### config.mk
export PLATFORM = sky130hd
export DESIGN_NAME = vecmag_est
export DESIGN_NICKNAME = d
export VERILOG_FILES = /design/src/rtl/vm_pkg.sv /design/src/rtl/vm_abs_stage.sv /design/src/rtl/vm_sort_sum.sv /design/src/rtl/vm_scale_out.sv /design/src/rtl/vecmag_est.sv
export SDC_FILE = /design/constraint.sdc
export NUM_CORES = 1
export LEC_CHECK = 0
export BUFFER_PORTS_ARGS = -buffer_cell sky130_fd_sc_hd__buf_2
export CAP_MARGIN = 20
export CORE_ASPECT_RATIO = 0.75
export CORE_UTILIZATION = 45
export CTS_BUF_LIST = sky130_fd_sc_hd__clkbuf_4 sky130_fd_sc_hd__clkbuf_8 sky130_fd_sc_hd__clkbuf_16
export DETAILED_ROUTE_END_ITERATION = 8
export MAX_ROUTING_LAYER = met4
export PLACE_DENSITY = 0.62
export SYNTH_ARGS = -nofsm -noshare
export SYNTH_HDL_FRONTEND = slang
export SYNTH_SLANG_ARGS = --single-unit
export TNS_END_PERCENT = 100
### constraint.sdc
create_clock -name clk -period 6.1 [get_ports clk]
set_clock_uncertainty 0.15 [all_clocks]
set_input_delay 0 -clock clk [delete_from_list [all_inputs] [get_ports clk]]
set_output_delay 0 -clock clk [all_outputs]
set_load 0.02 [all_outputs]
### src/rtl/vm_pkg.sv
package vm_pkg;
  typedef logic [2:0] mode_t;

  localparam mode_t MODE_HALF      = 3'd0;
  localparam mode_t MODE_QUARTER   = 3'd1;
  localparam mode_t MODE_THREE8    = 3'd2;
  localparam mode_t MODE_SEVEN8    = 3'd3;
  localparam mode_t MODE_FIFTEEN16 = 3'd4;

  localparam int MODE_W = 3;
endpackage

### src/rtl/vm_abs_stage.sv
module vm_abs_stage
  import vm_pkg::*;
#(
  parameter int N = 16,
  localparam int AW = N - 1
) (
  input  logic          clk,
  input  logic          rst,
  input  logic          in_valid,
  input  logic [N-1:0]  in_i,
  input  logic [N-1:0]  in_q,
  input  mode_t         in_mode,
  output logic          s1_valid,
  output logic [AW-1:0] s1_abs_i,
  output logic [AW-1:0] s1_abs_q,
  output mode_t         s1_mode,
  output logic [1:0]    clamp_ev
);
  // Magnitude of a two's complement word, with the one unrepresentable
  // value folded onto the largest positive one.
  function automatic logic [AW-1:0] clamp_abs(input logic [N-1:0] x);
    logic [N-1:0] neg;
    neg = -x;
    if (x[N-1] && (x[AW-1:0] == '0)) return {AW{1'b1}};
    else if (x[N-1])                  return neg[AW-1:0];
    else                              return x[AW-1:0];
  endfunction

  logic [N-1:0]  lane_in  [2];
  logic [AW-1:0] lane_abs [2];

  assign lane_in[0] = in_i;
  assign lane_in[1] = in_q;

  for (genvar g = 0; g < 2; g++) begin : g_lane
    assign lane_abs[g] = clamp_abs(lane_in[g]);
    assign clamp_ev[g] = in_valid && lane_in[g][N-1] && (lane_in[g][AW-1:0] == '0);
  end

  always_ff @(posedge clk) begin
    if (rst) begin
      s1_valid <= 1'b0;
      s1_abs_i <= '0;
      s1_abs_q <= '0;
      s1_mode  <= MODE_HALF;
    end else begin
      s1_valid <= in_valid;
      s1_abs_i <= lane_abs[0];
      s1_abs_q <= lane_abs[1];
      s1_mode  <= in_mode;
    end
  end
endmodule

### src/rtl/vm_sort_sum.sv
module vm_sort_sum
  import vm_pkg::*;
#(
  parameter int AW = 15,
  localparam int SW = AW + 1
) (
  input  logic          clk,
  input  logic          rst,
  input  logic          s1_valid,
  input  logic [AW-1:0] s1_abs_i,
  input  logic [AW-1:0] s1_abs_q,
  input  mode_t         s1_mode,
  output logic [AW-1:0] cmp_max,
  output logic [AW-1:0] cmp_min,
  output logic          swap_ev,
  output logic [SW-1:0] pre_sum,
  output logic          s2_valid,
  output logic [SW-1:0] s2_sum,
  output mode_t         s2_mode
);
  // The beta term before the alpha taper: a shift or a pair of shifts.
  function automatic logic [AW-1:0] beta_term(input logic [AW-1:0] mn, input mode_t m);
    case (m)
      MODE_QUARTER: return mn >> 2;
      MODE_THREE8:  return (mn >> 2) + (mn >> 3);
      default:      return mn >> 1;
    endcase
  endfunction

  logic i_larger;

  assign i_larger = s1_abs_i > s1_abs_q;
  assign swap_ev  = s1_valid && !i_larger;
  assign cmp_max  = i_larger ? s1_abs_i : s1_abs_q;
  assign cmp_min  = i_larger ? s1_abs_q : s1_abs_i;
  assign pre_sum  = {1'b0, cmp_max} + {1'b0, beta_term(cmp_min, s1_mode)};

  always_ff @(posedge clk) begin
    if (rst) begin
      s2_valid <= 1'b0;
      s2_sum   <= '0;
      s2_mode  <= MODE_HALF;
    end else begin
      s2_valid <= s1_valid;
      s2_sum   <= pre_sum;
      s2_mode  <= s1_mode;
    end
  end
endmodule

### src/rtl/vm_scale_out.sv
module vm_scale_out
  import vm_pkg::*;
#(
  parameter int SW    = 16,
  parameter int OUT_W = 15
) (
  input  logic             clk,
  input  logic             rst,
  input  logic             s2_valid,
  input  logic [SW-1:0]    s2_sum,
  input  mode_t            s2_mode,
  output logic [SW-1:0]    scaled,
  output logic             range_ev,
  output logic             out_valid,
  output logic [OUT_W-1:0] out_mag,
  output logic             out_ovf
);
  // Alpha taper: 1, 7/8 or 15/16 of the base sum, by truncating shifts.
  function automatic logic [SW-1:0] taper(input logic [SW-1:0] s, input mode_t m);
    case (m)
      MODE_SEVEN8:    return s - (s >> 3);
      MODE_FIFTEEN16: return s - (s >> 4);
      default:        return s;
    endcase
  endfunction

  assign scaled   = taper(s2_sum, s2_mode);
  assign range_ev = s2_valid && ((scaled >> OUT_W) != '0);

  always_ff @(posedge clk) begin
    if (rst || !s2_valid) begin
      out_valid <= 1'b0;
      out_mag   <= '0;
      out_ovf   <= 1'b0;
    end else begin
      out_valid <= 1'b1;
      out_ovf   <= range_ev;
      out_mag   <= range_ev ? {OUT_W{1'b1}} : scaled[OUT_W-1:0];
    end
  end
endmodule

### src/rtl/vecmag_est.sv
module vecmag_est
  import vm_pkg::*;
#(
  parameter int N     = 16,
  parameter int OUT_W = N - 1
) (
  input  logic             clk,
  input  logic             rst,
  input  logic             in_valid,
  input  logic [N-1:0]     in_i,
  input  logic [N-1:0]     in_q,
  input  logic [2:0]       in_mode,
  output logic             out_valid,
  output logic [OUT_W-1:0] out_mag,
  output logic             out_ovf
);
  localparam int AW = N - 1;
  localparam int SW = AW + 1;

  logic          s1_valid;
  logic [AW-1:0] s1_abs_i;
  logic [AW-1:0] s1_abs_q;
  mode_t         s1_mode;
  logic [1:0]    clamp_ev;

  logic [AW-1:0] cmp_max;
  logic [AW-1:0] cmp_min;
  logic          swap_ev;
  logic [SW-1:0] pre_sum;
  logic          s2_valid;
  logic [SW-1:0] s2_sum;
  mode_t         s2_mode;

  logic [SW-1:0] scaled;
  logic          range_ev;

  vm_abs_stage #(.N(N)) u_abs (
    .clk      (clk),
    .rst      (rst),
    .in_valid (in_valid),
    .in_i     (in_i),
    .in_q     (in_q),
    .in_mode  (mode_t'(in_mode)),
    .s1_valid (s1_valid),
    .s1_abs_i (s1_abs_i),
    .s1_abs_q (s1_abs_q),
    .s1_mode  (s1_mode),
    .clamp_ev (clamp_ev)
  );

  vm_sort_sum #(.AW(AW)) u_sort (
    .clk      (clk),
    .rst      (rst),
    .s1_valid (s1_valid),
    .s1_abs_i (s1_abs_i),
    .s1_abs_q (s1_abs_q),
    .s1_mode  (s1_mode),
    .cmp_max  (cmp_max),
    .cmp_min  (cmp_min),
    .swap_ev  (swap_ev),
    .pre_sum  (pre_sum),
    .s2_valid (s2_valid),
    .s2_sum   (s2_sum),
    .s2_mode  (s2_mode)
  );

  vm_scale_out #(.SW(SW), .OUT_W(OUT_W)) u_scale (
    .clk       (clk),
    .rst       (rst),
    .s2_valid  (s2_valid),
    .s2_sum    (s2_sum),
    .s2_mode   (s2_mode),
    .scaled    (scaled),
    .range_ev  (range_ev),
    .out_valid (out_valid),
    .out_mag   (out_mag),
    .out_ovf   (out_ovf)
  );
endmodule

## Yosys cells after proc, flatten, opt, wreduce, memory -nomap -nowiden

Cells that the tools add are included.
W data, S select, Z words.

- $add $sub $neg: 6
- Magnitude comparators: 1
- Eq/ne operators: 4
- Muxes and demuxes: 10
- Reduce and logical (&&, ||, !) cells: 7

Operators by type and width:

| kind | count |
|---|---|
| $mux W15 | 7 |
| $pmux W16 S2 | 1 |
| $logic_not A15 Y1 | 2 |
| $neg A15 Y15 | 2 |
| $pmux W14 S2 | 1 |
| $add A15 B15 Y16 | 1 |
| $sub A16 B12 Y16 | 1 |
| $sub A16 B13 Y16 | 1 |
| $gt A15 B15 Y1 | 1 |
| $add A13 B12 Y14 | 1 |
| $eq A3 B2 Y1 const B | 2 |
| $eq A3 B1 Y1 const B | 1 |
| $eq A3 B3 Y1 const B | 1 |
| $logic_and A1 B1 Y1 | 3 |
| $logic_not A1 Y1 | 1 |
| $logic_or A1 B1 Y1 | 1 |
| $mux W1 | 1 |

- Register bits after elaboration: 71
- Logic and storage cells: 38

## Logic depth before layout (Yosys ltp)

Gate-level depths: netlist of run 1.

- Depth after elaboration: 5
- Mapped depth: 27

## Cells and area by module

Synthesis of run 1 repeated with hierarchy kept, for this count alone.

- Cell total of the unflattened synthesis: 747
- Area total of the unflattened synthesis: 6,224.7 µm²

Modules (own cells, without submodules):

| module | times used | cells each | area each (µm²) | sequential area each (µm²) |
|---|---|---|---|---|
| vm_sort_sum | 1 | 392 | 3,086.7 | 400.4 |
| vm_abs_stage | 1 | 177 | 1,616.6 | 680.7 |
| vm_scale_out | 1 | 178 | 1,521.5 | 340.3 |

## Worst setup path before layout of run 1

OpenSTA, ideal clock, no wires.

- Path type: reg2reg
- From: register u_abs.s1_abs_q[4]
- To: register u_sort.s2_sum[14]
- Setup time: 0.071 ns
- Arrival time: 5.117 ns
- Required time: 5.879 ns
- Path slack: 0.763 ns
- Cell stages (with the launch flop): 28
- Path buffers: 3
- Path through: dfxtp_1 inv_1 ha_1 a211oi_1 nor2_1 o31ai_1 a21o_1 buf_4 buf_2 buf_2 nand2_1 o21ai_0 ha_1 a21o_1 a21oi_1 nor2_1 or2_2 a21oi_1 o32ai_1 a21oi_1 o41ai_1 o21bai_1 ha_1 or3_1 o21ai_0 a211oi_1 or3_1 a21oi_1

- Word-level cells in the longest chain between the ends: 5
- Elaborated cells between the ends (all ways): 6
- Classes of those cells: add/sub: 2; order compare: 1; mux: 3

Ends and longest elaborated chain:

| item | RTL line | text |
|---|---|---|
| from (decl) | vm_abs_stage.sv:15 | `output logic [AW-1:0] s1_abs_q,` |
| from (signal assigned) | vm_abs_stage.sv:49 | `s1_abs_q <= lane_abs[1];` |
| $gt A15 B15 Y1 | vm_sort_sum.sv:32 | `assign i_larger = s1_abs_i > s1_abs_q;` |
| $mux W15 | vm_sort_sum.sv:35 | `assign cmp_min = i_larger ? s1_abs_q : s1_abs_i;` |
| $add A13 B12 Y14 | vm_sort_sum.sv:25 | `MODE_THREE8: return (mn >> 2) + (mn >> 3);` |
| $pmux W14 S2 | vm_sort_sum.sv:23 | `case (m)` |
| $add A15 B15 Y16 (*) | vm_sort_sum.sv:36 | `assign pre_sum = {1'b0, cmp_max} + {1'b0, beta_term(cmp_min, s1_mode)};` |
| to (signal assigned) | vm_sort_sum.sv:45 | `s2_sum <= pre_sum;` |
| to (decl) | vm_sort_sum.sv:18 | `output logic [SW-1:0] s2_sum,` |

Every way passes the cells marked *; elsewhere a longest branch is shown, timed or not.
A chain may end at the register's enable or synchronous reset.

## Final worst setup path of run 1

- From: register u_abs.s1_abs_q[10]
- To: register u_sort.s2_sum[14]

The elaborated chain is that of the path after synthesis.

==> results.cfg, run 1 <==
[power]
power.static_leakage_nw = 3.01
power.ir.vdd_worst_mv = 0.140
power_density_nw_per_um2 = 305
total_power_mw = 2.03

[detailed_routing]
drt_first_pass_iters = 4
remaining_drc_errors = 0
dr_vias = 5198
drt-initial-drc-count = 340
routed_wire_length_per_instance_um = 14.7
total_routed_wirelength_um = 13900
viasPerCell = 5.48
route.antenna.remaining_nets = 0

[logic_synthesis]
count_of_distinct_cell_types_in_the_synthesized_netlist = 62
yosys_register_bits = 71
synthAdderAreaFrac = 0.136
synth_top_cell_area_share = 0.260
synthXorXnorAreaFrac = 0.0770
synth_top_family_by_area = compound AO/OA/AOI/OAI gates
synth-seq-area-share = 0.260
syn_avg_cell_area_um2 = 7.95
number_of_flops_mapped_to_enable_cells_by_yosys = 0
asyncSetResetFlopFracSynth = 0
multiplexer_share_of_the_synthesized_area = 0.0555
synth_most_common_cell = dfxtp_1
synth_top_cells_by_area = dfxtp_1 (26%), ha_1 (13%), a21oi_1 (5.8%)
synth-compound-area-share = 0.239
mappedNetlistArea_um2 = 5460
yosys.area_share.simple = 0.177
synth.largest_area_cell = dfxtp_1
netlist_instances = 687
synthesis.nets = 783
synth-warning-count = 0
synth_common_cells = dfxtp_1 (71), a21oi_1 (63), nand2_1 (62), ha_1 (56), o21ai_0 (56)
postSynth.topFlopCell = dfxtp_1

[run_status]
status = finished, final reports clean

[grt]
grt_usage = 0.243
global_route.overflow_total = 0
grt_pass1_vias = 4928
grt_first_pass_wirelength_um = 23600
antenna_found_initial = 0
grt_start_max_net_pins = 56

[final_layout]
number_of_filler_cells_placed_in_the_layout = 1116
post_route_cells_drive_above_1_share = 0.121
area_delta_synth_final_pct = 21.7
number_of_nets_at_the_end_of_the_flow = 877
multiInputGateArea_um2 = 3750
num_antenna_cells = 0
area.sequential_um2 = 1420

[clock_network]
cts_sinks = 71
cts_setup_buffers = 0
ctsHtreeMaxLevel = 3
clk_path_buf_depth = 2
clk_pin_slew_ps = 50
cts_root_buf = clkbuf_16
worstSkewPairLatency_ps = 330
tritoncts = built
tritoncts.num_buffers = 9

[critical_path]
timing.critical_path.arrival_ps = 5760
timing_worst_setup_path_type = reg2reg
cp_max_fo = 10
endpoint_kind = flop
crit_path_start_kind = flop
required_time_at_the_worst_slack_endpoint_ps = 6200

[worst_hold_path]
worst_hold_path_type = in2reg

[sta]
timing.final.max_slew_violations = 0
tns_ps = 0
hold_violations = 0
period_needed_ps = 5660
slew_headroom = 0.377
rsz0062_at_grt = false
setup_violations = 0
worst-slew-pin-transition_ps = 934
fmax_ghz = 0.177
min_period_over_period = 0.928

[die]
core_um2 = 11700
ioPinCount = 55
floorplan.rows = 34
die_y_um = 97.4
die_width_um = 129
initial_core_utilization = 0.467
design.die.area_um2 = 12600

[job]
timing.max_cap.violations = 0

[placed_design]
gp_congestion = 0.879
dp.final_hpwl_um = 10700
io_buffer_count = 54
## logic make-up (layout without fill, tap and decap cells)
logic type / after synthesis / in the layout
buffers and inverters: 73 / 172
AND/OR/NAND/NOR: 197 / 197
AO/OA/AOI/OAI: 210 / 210
adder cells (fa/ha/maj): 58 / 58
XOR/XNOR: 48 / 48
flip-flops: 71 / 71
multiplexers: 30 / 30
## per-layer routing
metal,routed length (um),part of all wire,track usage,up-vias
li1,-,-,-,2654
met1,7320,0.53,0.346,2399
met2,5800,0.42,0.350,129
met3,634,0.046,0.0424,16
met4,159,0.011,0.0624,0
met5,0,0,-,-
## through the flow
stage	std cells	cell area (um2)	setup slack, ps	util	hold WS [ps]
6_report	948	6650	438	0.568	37.7
4_1_cts	947	6620	206	0.566	22.7
3_5_place_dp	889	5900	244	0.504	65.5
5_1_grt	948	6650	55.6	0.568	59.5
3_3_place_gp	889	5900	440	0.504	63.0
2_1_floorplan	687	5460	763	-	-21.8
## critical path, stage by stage (launching register included)
cell and delay [ps]:
dfxtp_1 320, inv_1 60, ha_1 300, a21oi_1 120, o21ai_0 110, a221oi_1 300, buf_4 200, a21o_1 210
buf_4 220, mux2i_1 300, xnor2_1 160, ha_1 180, inv_1 40, a211o_1 230, o221ai_1 440, a21o_1 280
a211oi_1 100, a31oi_1 160, o21ai_0 120, ha_1 360, a21boi_0 150, o21ai_0 240, a21o_1 200, a211oi_1 90
or3_1 370, a21oi_1 150
## what timing repair did
action / 4_1_cts / 5_1_grt
gates resized for setup: 0 / 4
endpoints found under the setup margin: 0 / 6
hold buffers: 42 / 0
hold endpoints to repair: 34 / 0
## flip-flops by register name (all words and copies together) (netlist names)
name / flops
u_abs.s1_abs_i: 15
u_abs.s1_abs_q: 15
u_abs.s1_mode: 3
u_abs.s1_valid: 1
u_scale.out_mag: 15
u_scale.out_ovf: 1
u_scale.out_valid: 1
u_sort.s2_mode: 3
u_sort.s2_sum: 16
u_sort.s2_valid: 1
## cell usage in the layout, fill, tap and decap left out, drive strengths merged, types with 6 or more instances in the layout
cell and count:
nand2b 10, inv 47, o211ai 16, nand2 62
nor2b 15, ha 56, xnor2 26, a21o 14
nor3 12, nand3 14, or3 14, a31oi 6
a211oi 7, nor2 42, clkbuf 11, xor2 22
o31ai 8, dfxtp 71, o21ai 59, a21oi 63
dlygate4sd3 42, buf 67, mux2i 28
## where the power goes
part / total (mW) / switching, mW / internal, mW
combinational: 0.927 / 0.507 / 0.420
clock: 0.530 / 0.198 / 0.332
sequential: 0.568 / 0.0527 / 0.516
total: 2.03 / 0.758 / 1.27
## cell type report
type,instances,area share
multi-input combinational,543,0.564
sequential,71,0.214
timing repair buffer,109,0.119
clock buffer,11,0.0371
tap,162,0.0305
inverter,47,0.0265
clock inverter,5,0.00866
## path summary, 6_finish.rpt
| path | start | end | slack, ps | cells after the start |
|---|---|---|---|---|
| setup / recovery | u_abs.s1_abs_q[10] | u_sort.s2_sum[14] | 440 | 25 |
| hold / removal | in_q[15] | u_abs.s1_abs_q[8] | 40 | 4 |
| setup reg to reg | u_abs.s1_abs_q[10] | u_sort.s2_sum[14] | 440 | 25 |
| hold reg to reg | u_abs.s1_valid | u_sort.s2_valid | 290 | 1 |
Note: power is estimated with default switching activity, not from simulation.
==> run 2, diff against run 1 <==
--- a/config.mk
+++ b/config.mk
@@ -8,12 +8,14 @@
 export BUFFER_PORTS_ARGS = -buffer_cell sky130_fd_sc_hd__buf_2
 export CAP_MARGIN = 20
 export CORE_ASPECT_RATIO = 0.75
-export CORE_UTILIZATION = 45
+export CORE_UTILIZATION = 40
 export CTS_BUF_LIST = sky130_fd_sc_hd__clkbuf_4 sky130_fd_sc_hd__clkbuf_8 sky130_fd_sc_hd__clkbuf_16
 export DETAILED_ROUTE_END_ITERATION = 8
 export MAX_ROUTING_LAYER = met4
-export PLACE_DENSITY = 0.62
+export PLACE_DENSITY = 0.55
+export SETUP_SLACK_MARGIN = 0.2
 export SYNTH_ARGS = -nofsm -noshare
 export SYNTH_HDL_FRONTEND = slang
+export SYNTH_HIERARCHICAL = 1
 export SYNTH_SLANG_ARGS = --single-unit
 export TNS_END_PERCENT = 100
==> run 2 against run 1 <==
  * Setup slack gained 11 ps
  * Global-route usage shrank 2.4 points
  * Fmax grew 0.20%
  * Highest routed layer unchanged
  * Area after synthesis grew 13%
  * Sequential cell count is the same
  * Clock power grew 2%
  * Register-to-register slack is essentially flat
  * Routed wire length grew 22%
  * Hold slack gained 15 ps
==> results.cfg, run 2 <==
[final_layout]
largest-register = u_sort/s2_sum
largest_register_ffs = 16
number_of_filler_cells_placed_in_the_layout = 1390
multiInputGateArea_um2 = 4570
postLayoutCoreUtil = 0.519
mostFrequentLayoutCell = dfxtp_1
num_antenna_cells = 0
number_of_nets_at_the_end_of_the_flow = 936
design_area_um2 = 7670
area_delta_synth_final_pct = 24.1
area.sequential_um2 = 1430
layout.cells.most_common_list = dfxtp_1 (65), a21oi_1 (59), nand2_1 (58)
post_route_cells_drive_above_1_share = 0.217

[sta]
worst-slew-pin-transition_ps = 944
hold_violations = 0
fmax_ghz = 0.177
timing.final.max_slew_violations = 0
tns_ps = 0
rsz0062_at_grt = false
min_period_over_period = 0.926
setup_violations = 0
slew_headroom = 0.371
period_needed_ps = 5650

[clock_network]
tritoncts.num_buffers = 9
ctsHtreeMaxLevel = 3
cts_root_buf = clkbuf_16
clk_pin_slew_ps = 50
worstSkewPairLatency_ps = 340
tritoncts = built
cts_sinks = 71
clk_path_buf_depth = 2

[detailed_routing]
total_routed_wirelength_um = 17000
viasPerCell = 5.56
drt_first_pass_iters = 5
remaining_drc_errors = 0
drt-initial-drc-count = 322
dr_vias = 5808
route.antenna.remaining_nets = 0
routed_wire_length_per_instance_um = 16.2

[critical_path]
required_time_at_the_worst_slack_endpoint_ps = 6140
crit_path_start_kind = flop
rrSetupSlack_ps = 450
r2r_cells = 23
worst_r2r_startpoint = u_abs/s1_abs_q[6]
timing_worst_setup_path_type = reg2reg
crit-reg2reg-capture = u_sort/s2_sum[13]
endpoint_kind = flop
cp_max_fo = 9
timing.critical_path.arrival_ps = 5690

[die]
initial_core_utilization = 0.418
design.die.area_um2 = 16000
core_um2 = 14800
die_width_um = 146
ioPinCount = 55
floorplan.rows = 38
die_y_um = 110

[grt]
grtUsageMet1 = 0.304
grt_usage = 0.219
grt_pass1_vias = 5261
layer_with_the_highest_usage = met2
grt_first_pass_wirelength_um = 26700
grt_start_max_net_pins = 56
globalRouteMet2Util = 0.316
global_route.usage.met3 = 0.0552
antenna_found_initial = 0
global_route.overflow_total = 0

[worst_hold_path]
worst_hold_path_type = in2reg
worstHoldPathCells = 3
min_to = u_abs/s1_abs_i[12]
launch_instance_of_the_worst_min_delay_path = in_i[15]

[job]
timing.max_cap.violations = 0

[logic_synthesis]
netlist_instances = 738
synthesis.nets = 834
synth-warning-count = 6
syn_avg_cell_area_um2 = 8.38
mappedNetlistArea_um2 = 6180

[power]
power.ir.vdd_worst_mv = 0.157
power_density_nw_per_um2 = 318
power.static_leakage_nw = 3.20

[placed_design]
dp.final_hpwl_um = 12600
io_buffer_count = 54
placedInstanceArea_um2 = 6610
gp_congestion = 0.957

[run_status]
status = finished, final reports clean
-- run 2: changes by cell type in the layout (fill, tap and decap cells not counted), moves of 7 or more --
cell / delta
o21ai_0: -20
or3_1: -9
o211ai_1: -11
o21a_1: +16
mux2_2: +10
buf_4: +9
mux2i_1: -11
a211oi_1: +7
nor2b_1: +9
-- run 2: through the flow --
stage	power (mW)	cells	worst slack [ps]	hold WS, ps
floorplan	1.53	738	388	-50.4
global placement	1.75	973	286	61.6
finish	2.44	1045	449	52.6
detailed placement	1.76	973	188	70.0
CTS	2.35	1033	206	27.3
global route	2.62	1045	177	63.2
-- run 2: worst max-delay path: stages (launching register included) --
cell and delay [ps]:
dfxtp_2 400, inv_1 80, ha_1 290, nand4_1 150
or4_4 570, o211ai_4 160, nand2_8 160, buf_12 190
mux2_2 300, ha_1 340, a21o_1 190, a41oi_2 220
o31ai_4 130, xnor2_1 150, o221ai_1 140, ha_1 380
a21o_1 210, a21o_1 210, a41oi_2 170, o31ai_2 110
a31o_2 270, a31o_2 260, xor2_1 130, nor2b_1 120
-- run 2: cell type report --
type / count / share of cell area
clock buffer: 13 / 0.0341
clock inverter: 3 / 0.00554
inverter: 47 / 0.0230
multi-input combinational: 588 / 0.596
sequential: 71 / 0.187
tap: 200 / 0.0326
timing repair buffer: 123 / 0.123
-- run 2: timing repair --
| action | CTS | global route |
|---|---|---|
| setup buffers | 0 | 11 |
| pin swaps | 0 | 6 |
| hold buffers | 44 | 0 |
| setup endpoints to repair | 2 | 6 |
| gates cloned | 0 | 1 |
| hold endpoints to repair | 33 | 0 |
| resized for setup | 4 | 37 |
-- run 2: where the power goes --
| part | switching (mW) | internal [mW] |
|---|---|---|
| combinational | 0.721 | 0.597 |
| sequential | 0.0642 | 0.519 |
| clock | 0.201 | 0.341 |
| total | 0.987 | 1.46 |
-- run 2: metal layers --
layer  up-vias  wire length (um)
li1       2907                 -
met4         0               189
met1      2712              8570
met5         -                 0
met3        18              1090
met2       171              7100
-- run 2: worst max-delay path by stage --
stage	slack, ps	end	startpoint	cells after the start
global route	180	u_sort/s2_sum[13]	u_abs/s1_abs_q[5]	23
detailed placement	190	u_sort/s2_sum[13]	u_abs/s1_abs_q[5]	24
finish	450	u_sort/s2_sum[13]	u_abs/s1_abs_q[6]	23
global placement	290	u_sort/s2_sum[13]	u_abs/s1_abs_q[5]	24
floorplan	390	u_sort/s2_sum[13]	u_abs/s1_abs_q[6]	27
CTS	210	u_sort/s2_sum[13]	u_abs/s1_abs_q[6]	24
